[config.mk]
export PLATFORM = sky130hd
export DESIGN_NAME = sdiv_scl_divider
export DESIGN_NICKNAME = d
export VERILOG_FILES = /design/src/rtl/sdiv_pkg.sv /design/src/rtl/sdiv_tick_gen.sv /design/src/rtl/sdiv_nearest_search.sv /design/src/rtl/sdiv_scl_divider.sv
export SDC_FILE = /design/constraint.sdc
export NUM_CORES = 1
export LEC_CHECK = 0
export ABC_AREA = 0
export BUFFER_PORTS_ARGS = -buffer_cell sky130_fd_sc_hd__buf_2
export CAP_MARGIN = 30
export CORE_MARGIN = 4
export CORE_UTILIZATION = 40
export CTS_BUF_LIST = sky130_fd_sc_hd__clkbuf_4
export DETAILED_ROUTE_END_ITERATION = 8
export PLACE_DENSITY_LB_ADDON = 0.08
export SYNTH_ARGS = -nofsm -noshare
export SYNTH_HDL_FRONTEND = slang
export SYNTH_HIERARCHICAL = 1
export SYNTH_SLANG_ARGS = --single-unit
[constraint.sdc]
create_clock -name clk_i -period 6.1 [get_ports clk_i]
set_input_delay 0 -clock clk_i [delete_from_list [all_inputs] [get_ports clk_i]]
set_output_delay 0 -clock clk_i [all_outputs]
set_load 0.02 [all_outputs]
[src/rtl/sdiv_pkg.sv]
package sdiv_pkg;

   // Division ratio selected by a 6-bit index. Two interleaved ramps;
   // from the 13th entry of each half onward, each block of four
   // entries is the previous block doubled, so the values are computed.
   function automatic logic [11:0] ratio_of(input logic [5:0] i);
      logic [4:0]  j;
      logic [4:0]  k;
      logic [15:0] v;
      j = i[4:0];
      k = 5'd0;
      v = 16'd0;
      if (!i[5]) begin
         if (j < 5'd12) begin
            case (j[3:0])
               4'd0:    v = 16'd30;
               4'd1:    v = 16'd32;
               4'd2:    v = 16'd36;
               4'd3:    v = 16'd42;
               4'd4:    v = 16'd48;
               4'd5:    v = 16'd52;
               4'd6:    v = 16'd60;
               4'd7:    v = 16'd72;
               4'd8:    v = 16'd80;
               4'd9:    v = 16'd88;
               4'd10:   v = 16'd104;
               default: v = 16'd128;
            endcase
         end else begin
            k = j - 5'd12;
            case (k[1:0])
               2'd0:    v = 16'd9;
               2'd1:    v = 16'd10;
               2'd2:    v = 16'd12;
               default: v = 16'd15;
            endcase
            v = v << (4 + k[4:2]);
         end
      end else begin
         if (j < 5'd12) begin
            case (j[3:0])
               4'd0:    v = 16'd22;
               4'd1:    v = 16'd24;
               4'd2:    v = 16'd26;
               4'd3:    v = 16'd28;
               4'd4:    v = 16'd32;
               4'd5:    v = 16'd36;
               4'd6:    v = 16'd40;
               4'd7:    v = 16'd44;
               4'd8:    v = 16'd48;
               4'd9:    v = 16'd56;
               4'd10:   v = 16'd64;
               default: v = 16'd72;
            endcase
         end else begin
            k = j - 5'd12;
            case (k[1:0])
               2'd0:    v = 16'd5;
               2'd1:    v = 16'd6;
               2'd2:    v = 16'd7;
               default: v = 16'd8;
            endcase
            v = v << (4 + k[4:2]);
         end
      end
      return v[11:0];
   endfunction

endpackage

[src/rtl/sdiv_tick_gen.sv]
module sdiv_tick_gen #(
   parameter int unsigned IDX_W   = 6,
   parameter int unsigned RATIO_W = 12,
   parameter int unsigned TICKS   = 4
) (
   input  logic               clk_i,
   input  logic               rst_ni,
   input  logic [IDX_W-1:0]   idx_i,
   output logic               tick_o,
   output logic [IDX_W-1:0]   cur_idx_o
);
   localparam int unsigned PH_W = $clog2(TICKS);

   logic [IDX_W-1:0]   idx_q;
   logic [PH_W-1:0]    ph_q;
   logic [RATIO_W-1:0] cnt_q;
   logic               tick_q;
   logic [RATIO_W-1:0] r_new;
   logic [RATIO_W-1:0] r_cur;
   logic [PH_W-1:0]    ph_nxt;

   // Length of sub-period p: ratio split into TICKS parts, the
   // remainder spread one clock each over the leading parts.
   function automatic logic [RATIO_W-1:0] part_len(input logic [RATIO_W-1:0] r,
                                                   input logic [PH_W-1:0]    p);
      logic [RATIO_W-1:0] rem;
      rem = r & RATIO_W'(TICKS - 1);
      if (RATIO_W'(p) < rem) return (r >> PH_W) + RATIO_W'(1);
      return r >> PH_W;
   endfunction

   assign r_new  = RATIO_W'(sdiv_pkg::ratio_of(idx_i));
   assign r_cur  = RATIO_W'(sdiv_pkg::ratio_of(idx_q));
   assign ph_nxt = ph_q + PH_W'(1);

   always_ff @(posedge clk_i or negedge rst_ni) begin
      if (!rst_ni) begin
         idx_q  <= '0;
         ph_q   <= '0;
         cnt_q  <= part_len(RATIO_W'(sdiv_pkg::ratio_of('0)), '0) - RATIO_W'(1);
         tick_q <= 1'b0;
      end else if (idx_i != idx_q) begin
         idx_q  <= idx_i;
         ph_q   <= '0;
         cnt_q  <= part_len(r_new, '0) - RATIO_W'(1);
         tick_q <= 1'b0;
      end else if (cnt_q == '0) begin
         ph_q   <= ph_nxt;
         cnt_q  <= part_len(r_cur, ph_nxt) - RATIO_W'(1);
         tick_q <= 1'b1;
      end else begin
         cnt_q  <= cnt_q - RATIO_W'(1);
         tick_q <= 1'b0;
      end
   end

   assign tick_o    = tick_q;
   assign cur_idx_o = idx_q;
endmodule

[src/rtl/sdiv_nearest_search.sv]
module sdiv_nearest_search #(
   parameter int unsigned IDX_W     = 6,
   parameter int unsigned RATIO_W   = 12,
   parameter int unsigned ERR_W     = 16,
   parameter int unsigned LOW_EXCL  = 22,
   parameter int unsigned HIGH_INCL = 3840
) (
   input  logic               clk_i,
   input  logic               rst_ni,
   input  logic               start_i,
   input  logic [RATIO_W-1:0] ratio_i,
   output logic               done_o,
   output logic [IDX_W-1:0]   idx_o,
   output logic               err_o,
   output logic               busy_o
);
   logic               busy_q;
   logic [IDX_W-1:0]   pos_q;
   logic [IDX_W-1:0]   best_idx_q;
   logic [ERR_W-1:0]   best_err_q;
   logic [RATIO_W-1:0] want_q;
   logic [RATIO_W-1:0] entry;
   logic [RATIO_W-1:0] diff;
   logic               out_of_range;
   logic               better;

   assign entry        = RATIO_W'(sdiv_pkg::ratio_of(pos_q));
   assign diff         = (entry > want_q) ? (entry - want_q) : (want_q - entry);
   assign better       = ERR_W'(diff) < best_err_q;
   assign out_of_range = (ratio_i <= RATIO_W'(LOW_EXCL)) || (ratio_i > RATIO_W'(HIGH_INCL));

   always_ff @(posedge clk_i or negedge rst_ni) begin
      if (!rst_ni) begin
         busy_q     <= 1'b0;
         pos_q      <= '0;
         best_idx_q <= '0;
         best_err_q <= '1;
         want_q     <= '0;
         done_o     <= 1'b0;
         idx_o      <= '0;
         err_o      <= 1'b0;
      end else begin
         done_o <= 1'b0;
         if (!busy_q) begin
            if (start_i) begin
               if (out_of_range) begin
                  done_o <= 1'b1;
                  err_o  <= 1'b1;
                  idx_o  <= '0;
               end else begin
                  busy_q     <= 1'b1;
                  pos_q      <= '0;
                  best_idx_q <= '0;
                  best_err_q <= '1;
                  want_q     <= ratio_i;
               end
            end
         end else if (diff == '0) begin
            busy_q <= 1'b0;
            done_o <= 1'b1;
            err_o  <= 1'b0;
            idx_o  <= pos_q;
         end else if (pos_q == '1) begin
            busy_q <= 1'b0;
            done_o <= 1'b1;
            err_o  <= 1'b0;
            idx_o  <= better ? pos_q : best_idx_q;
         end else begin
            if (better) begin
               best_err_q <= ERR_W'(diff);
               best_idx_q <= pos_q;
            end
            pos_q <= pos_q + IDX_W'(1);
         end
      end
   end

   assign busy_o = busy_q;
endmodule

[src/rtl/sdiv_scl_divider.sv]
module sdiv_scl_divider #(
   parameter int unsigned IDX_W         = 6,
   parameter int unsigned RATIO_W       = 12,
   parameter int unsigned ERR_W         = 16,
   parameter int unsigned TICKS_PER_SCL = 4,
   parameter int unsigned RATIO_LOW     = 22,
   parameter int unsigned RATIO_HIGH    = 3840
) (
   input  logic               clk_i,
   input  logic               rst_ni,
   input  logic [IDX_W-1:0]   div_idx_i,
   output logic               bit_tick_o,
   input  logic               srch_start_i,
   input  logic [RATIO_W-1:0] srch_ratio_i,
   output logic               srch_done_o,
   output logic [IDX_W-1:0]   srch_idx_o,
   output logic               srch_err_o
);
   localparam int unsigned MIN_PART = RATIO_LOW / TICKS_PER_SCL;

   logic               search_busy;
   logic [IDX_W-1:0]   cur_idx;

   generate
      if (IDX_W != 6) begin : g_bad_idx
         $error("IDX_W must be 6: the ratio table has 64 entries");
      end
      if (RATIO_W < 12 || RATIO_HIGH >= (1 << RATIO_W)) begin : g_bad_ratio
         $error("RATIO_W too narrow for the largest ratio");
      end
      if (ERR_W < RATIO_W) begin : g_bad_err
         $error("ERR_W must hold any ratio difference");
      end
      if (TICKS_PER_SCL < 2 || (TICKS_PER_SCL & (TICKS_PER_SCL - 1)) != 0) begin : g_bad_ticks
         $error("TICKS_PER_SCL must be a power of two of at least 2");
      end
      if (MIN_PART < 2) begin : g_bad_part
         $error("Smallest ratio too short for the tick count");
      end
   endgenerate

   sdiv_tick_gen #(
      .IDX_W   (IDX_W),
      .RATIO_W (RATIO_W),
      .TICKS   (TICKS_PER_SCL)
   ) u_tick (
      .clk_i     (clk_i),
      .rst_ni    (rst_ni),
      .idx_i     (div_idx_i),
      .tick_o    (bit_tick_o),
      .cur_idx_o (cur_idx)
   );

   sdiv_nearest_search #(
      .IDX_W     (IDX_W),
      .RATIO_W   (RATIO_W),
      .ERR_W     (ERR_W),
      .LOW_EXCL  (RATIO_LOW),
      .HIGH_INCL (RATIO_HIGH)
   ) u_search (
      .clk_i   (clk_i),
      .rst_ni  (rst_ni),
      .start_i (srch_start_i),
      .ratio_i (srch_ratio_i),
      .done_o  (srch_done_o),
      .idx_o   (srch_idx_o),
      .err_o   (srch_err_o),
      .busy_o  (search_busy)
   );
endmodule

======== Word-level counts from Yosys, hierarchy flattened ========
Memories as Yosys holds them, arrays and structs flattened.
Index checks and enable logic that the tools add are counted.
storage, ports and cells
  register bits after elaboration ......... 70
  bits in read-only memories .............. 624
  input port bits ......................... 21
  logic and storage cells ................. 157
  memories kept ........................... 6
memory list
  memory           words  width  rd ports  clocked after memory_dff  wr ports  RTL line        source
  (no name shown)  16     7      1         0                         0         sdiv_pkg.sv:15  case (j[3:0])
  (no name shown)  16     7      1         0                         0         sdiv_pkg.sv:15
  (no name shown)  16     7      1         0                         0         sdiv_pkg.sv:15
  (no name shown)  16     6      1         0                         0         sdiv_pkg.sv:41  case (j[3:0])
  (no name shown)  16     6      1         0                         0         sdiv_pkg.sv:41
  (no name shown)  16     6      1         0                         0         sdiv_pkg.sv:41
operators by class
  $add $sub $neg .......................... 15
  $lt $le $gt $ge ......................... 9
  equal/unequal tests ..................... 13
  shifts and indexed selects .............. 6
  mux-type cells .......................... 81
  bitwise operators ....................... 2
  reductions and logical operators ........ 13
operator list
  operator               number
  $mux 16                18
  $mux 12                19
  $shl 16x32->12         4
  $mux 6                 14
  $pmux 4 s3             3
  $sub 12x1->12 const B  3
  $shl 16x4->12          2
  $pmux 3 s3             3
  $logic_not 12->1       2
  $sub 12x12->12         2
  $add 10x1->11 const B  2
  $mux 1                 22
  $lt 12x16->1           1
  $lt 5x4->1 const B     3
  $sub 5x4->5 const B    3
  $add 3x3->4 const A    3
  $gt 12x12->1           1
  $gt 12x12->1 const B   1
  $le 12x5->1 const B    1
  $add 6x1->6 const B    1
  $eq 2x1->1 const B     3
  $eq 2x2->1 const B     3
  $eq 6x6->1 const B     1
  $logic_not 2->1        3
  14 further kinds       21

======== Logic depth before layout (Yosys ltp) ========
  depth in word-level cells ............... 18
  mapped depth ............................ 32

======== Hierarchy ========
The synthesis kept the hierarchy.
modules (own cells, without submodules)
  module               instances  cells each  area an instance (um^2)  seq. area each (um^2)
  sdiv_nearest_search  1          515         4297.9                   1167.4
  sdiv_tick_gen        1          377         3016.6                   529.3

======== Least setup slack after synthesis ========
Ideal clock, no wire load.
  path type ............................... reg-to-reg
  from .................................... reg u_search.pos_q[1]
  to ...................................... reg u_search.best_err_q[10]
  library setup time ...................... 0.092 ns
  arrival ................................. 5.963 ns
  required time ........................... 6.008 ns
  path slack .............................. 0.044 ns
  cell stages (with the launch flop) ...... 29
  buffers on the path ..................... 2
  period minus slack after synthesis ...... 6.056 ns
  path through ............................ dfrtp_1 clkinv_1 ha_1 nand2_1 nand2_1 nand2_1 o21ai_0 mux4_2 and2_1 ha_1 nand4_1 nor4_1 or2_2 and2_4 buf_6 mux2i_1 xnor2_1 inv_1 ha_1 o21a_1 o21a_1 o21a_1 o21ai_0 a311oi_1 nor2_1 a21boi_1 o21bai_1 buf_2 a22oi_1
between the ends
  word-level cells in the longest chain between the ends .. 14
ends and longest elaborated chain
  item                                                   RTL line                   source
  from (decl)                                            sdiv_nearest_search.sv:18  logic [IDX_W-1:0] pos_q;
  from (signal assigned)                                 sdiv_nearest_search.sv:73  pos_q <= pos_q + IDX_W'(1);
  branches (longest 14 deep; another with $lt 12x16->1)  -
  to (signal assigned)                                   sdiv_nearest_search.sv:70  best_err_q <= ERR_W'(diff);
  to (decl)                                              sdiv_nearest_search.sv:20  logic [ERR_W-1:0] best_err_q;
Parallel ways; which one is timed is not known. The select of a mux whose other input is x is not followed.
A chain may end at the register's enable or synchronous reset.

======== Final worst setup path ========
  from .................................... reg u_search.pos_q[1]
  to ...................................... reg u_search.best_err_q[11]
Same word-level chain as after synthesis.

==> qor.yml <==
synth_edf_count: 0
placementRows: 49
ys_warn_count: 6
cts_tree: "done"
synthMuxAreaShare_pct: 7.03
finalNetCount: 1056
fin_worst_skew_ps: 14.7
initial_core_util_pct: 40.7
synth-compound-area-share_pct: 24.3
post-cts-setup-buffers: 0
worst_r2r_endpoint: "u_search/best_err_q[11]$_DFFE_PN1P_"
cts-htree-levels: 3
place_hpwl_um: 15900
ys_seq_area_share_pct: 23.2
slew_viol_final: 0
drt_wl_total_um: 21100
dieArea_um2: 20500
portBuffers: 29
slew_headroom_pct: 43.5
coreArea_um2: 18000
cp_common_cell: "nand2_1"
syn_to_final_growth_pct: 14.4
clock_sinks: 67
drive_above_1_share_pct: 18.7
cp_top_family: "compound AO/OA/AOI/OAI gates"
drc: 0
yosys_most_used_dff: "dfrtp_1"
fp.dieW_um: 143
first_pass_iters: 5
setup_viol: 0
initialDrtViolationCount: 454
status: "complete, no violations"
ios: 30
synth.net_count: 986
tightest_slew_ps: 848
min_path_type: "in2async"
numCtsBuffers: 9
hold_violations: 0
die_h_um: 143
critPathRequiredTime_ps: 6470
critical_path.endpoint_type: "flip-flop"
netlist_area_um2: 7310
drv_cap: 0
final_cell_mix: "76 x nand2_1, 70 x inv_1, 70 x ha_1"
hold-worst-slack_ps: 152
vias: 6865
grt_pass1_wl_um: 34700
synth_top_family_by_area: "compound AO/OA/AOI/OAI gates"
overflow: 0
final_common_cell: "nand2_1"
routedWlPerCell_um: 17.7
cts-root-buf: "clkbuf_4"
globalplace.congestion: 0.921
clkTransAtPathRegs_ps: 130
crit_type: "reg2reg"
antenna_found_initial: 1
fmax_ghz: 0.178
cp_slowest_stage_delay_ps: 470
synthAdderAreaFrac_pct: 12.7
grt_pass1_vias: 6795
grt_start_max_net_pins: 68
rsz0062_at_grt: "no"
synth_cells: 892
synth_xor_area_share_pct: 4.67
vias_per_cell: 5.74
rrSetupSlack_ps: 490
layout_min_cycle_time_ps: 5610
start_kind: "flip-flop"
crit_arrival_ps: 5980
finalCritPeriodShare_pct: 92.0
syn_area_per_cell_um2: 8.20
critPathSlowestCell: "mux4_2"
ant_nets: 0
path_max_fanout: 11
synthDistinctLibCells: 92
synth_simple_gate_area_share_pct: 20.5
grt_use_total_pct: 21.0
reg2reg_depth: 25
clk_path_buf_depth: 2
path_buf_inv: 2
async_flop_share_pct: 100
synth_seq_cells: 67
worstReg2RegStart: "u_search/pos_q[1]$_DFFE_PN0P_"
clock_latency_ps: 450
through the flow:
step | utilization (%) | cells | setup WS [ps] | area (µm²) | TNS (ps)
floorplan | - | 892 | 44.4 | 7310 | 0
global placement | 44.5 | 1159 | 111 | 7990 | 0
detailed placement | 44.5 | 1159 | -80.5 | 7990 | -567
CTS | 46.2 | 1195 | 173 | 8310 | 0
global route | 46.6 | 1197 | 3.09 | 8370 | 0
finish | 46.6 | 1197 | 490 | 8370 | 0
logic make-up after synthesis:
family | Yosys count
flip-flops | 67
buffers and inverters | 130
AND/OR/NAND/NOR | 279
AO/OA/AOI/OAI | 255
multiplexers | 47
other | 2
adder cells (fa/ha/maj) | 73
XOR/XNOR | 39
repair_timing:
item,CTS,global route
pin swaps,0,1
gates resized for setup,1,9
hold endpoints to repair,70,0
hold buffers,20,0
setup endpoints to repair,11,24
gates cloned,0,0
worst max path at each step:
stage / start / end / slack [ps] / depth (start not counted)
global placement: u_search/pos_q[0]$_DFFE_PN0P_ / u_search/best_err_q[10]$_DFFE_PN1P_ / 110 / 26
CTS: u_search/pos_q[0]$_DFFE_PN0P_ / u_search/best_err_q[0]$_DFFE_PN1P_ / 170 / 25
floorplan: u_search/pos_q[1]$_DFFE_PN0P_ / u_search/best_err_q[10]$_DFFE_PN1P_ / 40 / 28
detailed placement: u_search/pos_q[0]$_DFFE_PN0P_ / u_search/best_err_q[0]$_DFFE_PN1P_ / -80 / 25
global route: u_search/pos_q[1]$_DFFE_PN0P_ / u_search/best_err_q[0]$_DFFE_PN1P_ / 3 / 26
finish: u_search/pos_q[1]$_DFFE_PN0P_ / u_search/best_err_q[11]$_DFFE_PN1P_ / 490 / 25
cells in the mapped netlist, types with 9 or more instances:
| cell type | count | area, µm² |
|---|---|---|
| a22oi_1 | 9 | 67.6 |
| clkbuf_1 | 27 | 101 |
| xor2_1 | 19 | 166 |
| o22ai_1 | 9 | 56.3 |
| mux2_2 | 15 | 169 |
| o21ai_0 | 51 | 255 |
| nand3_1 | 14 | 70.1 |
| and2_1 | 9 | 56.3 |
| a21oi_1 | 49 | 245 |
| nor2_1 | 51 | 191 |
| a21o_1 | 13 | 97.6 |
| a221o_1 | 10 | 100 |
| ha_1 | 71 | 888 |
| xnor2_1 | 20 | 175 |
| a31oi_1 | 13 | 81.3 |
| nor3_1 | 27 | 135 |
| nor2b_1 | 12 | 75.1 |
| mux2i_1 | 30 | 300 |
| inv_1 | 70 | 263 |
| dfrtp_1 | 51 | 1280 |
| nand2_1 | 76 | 285 |
| buf_2 | 21 | 105 |
| nor4_1 | 13 | 81.3 |
| nand3b_1 | 9 | 67.6 |
| nand2b_1 | 15 | 93.8 |
| a211oi_1 | 18 | 135 |
| dfstp_2 | 16 | 420 |
| and3_1 | 10 | 62.6 |
worst min-delay path: stages:
cell and delay, ps:
dlygate4sd3_1 520, buf_2 90, buf_4 110, buf_16 270
flip-flops by register name, indices dropped and copies added, names as in the netlist:
register and flops:
u_search/best_err_q 13, u_search/best_idx_q 6, u_search/busy_o 1, u_search/done_o 1, u_search/err_o 1, u_search/idx_o 6
u_search/pos_q 6, u_search/want_q 12, u_tick/cnt_q 12, u_tick/cur_idx_o 6, u_tick/ph_q 2, u_tick/tick_o 1
layer usage:
| metal | share of wire [%] | track usage (%) | routed length (µm) |
|---|---|---|---|
| met5 | 0 | 0 | 0 |
| met4 | 2.6 | 7.28 | 544 |
| met3 | 4.1 | 2.85 | 860 |
| met2 | 50 | 36.9 | 10600 |
| met1 | 43 | 26.4 | 9160 |
cell type report:
| type | instances | area, µm² |
|---|---|---|
| Inverter | 72 | 270 |
| Timing Repair Buffer | 117 | 888 |
| Clock buffer | 11 | 82.6 |
| Sequential cell | 67 | 1700 |
| Tap cell | 229 | 287 |
| Clock inverter | 5 | 30.0 |
| Multi-Input combinational cell | 695 | 5110 |
| Antenna cell | 1 | 2.50 |
| Fill cell | 1769 | 9590 |
Power is left out: the tool's default activity adds up to more than one toggle a clock period on the data nets, which glitch-free logic cannot reach.
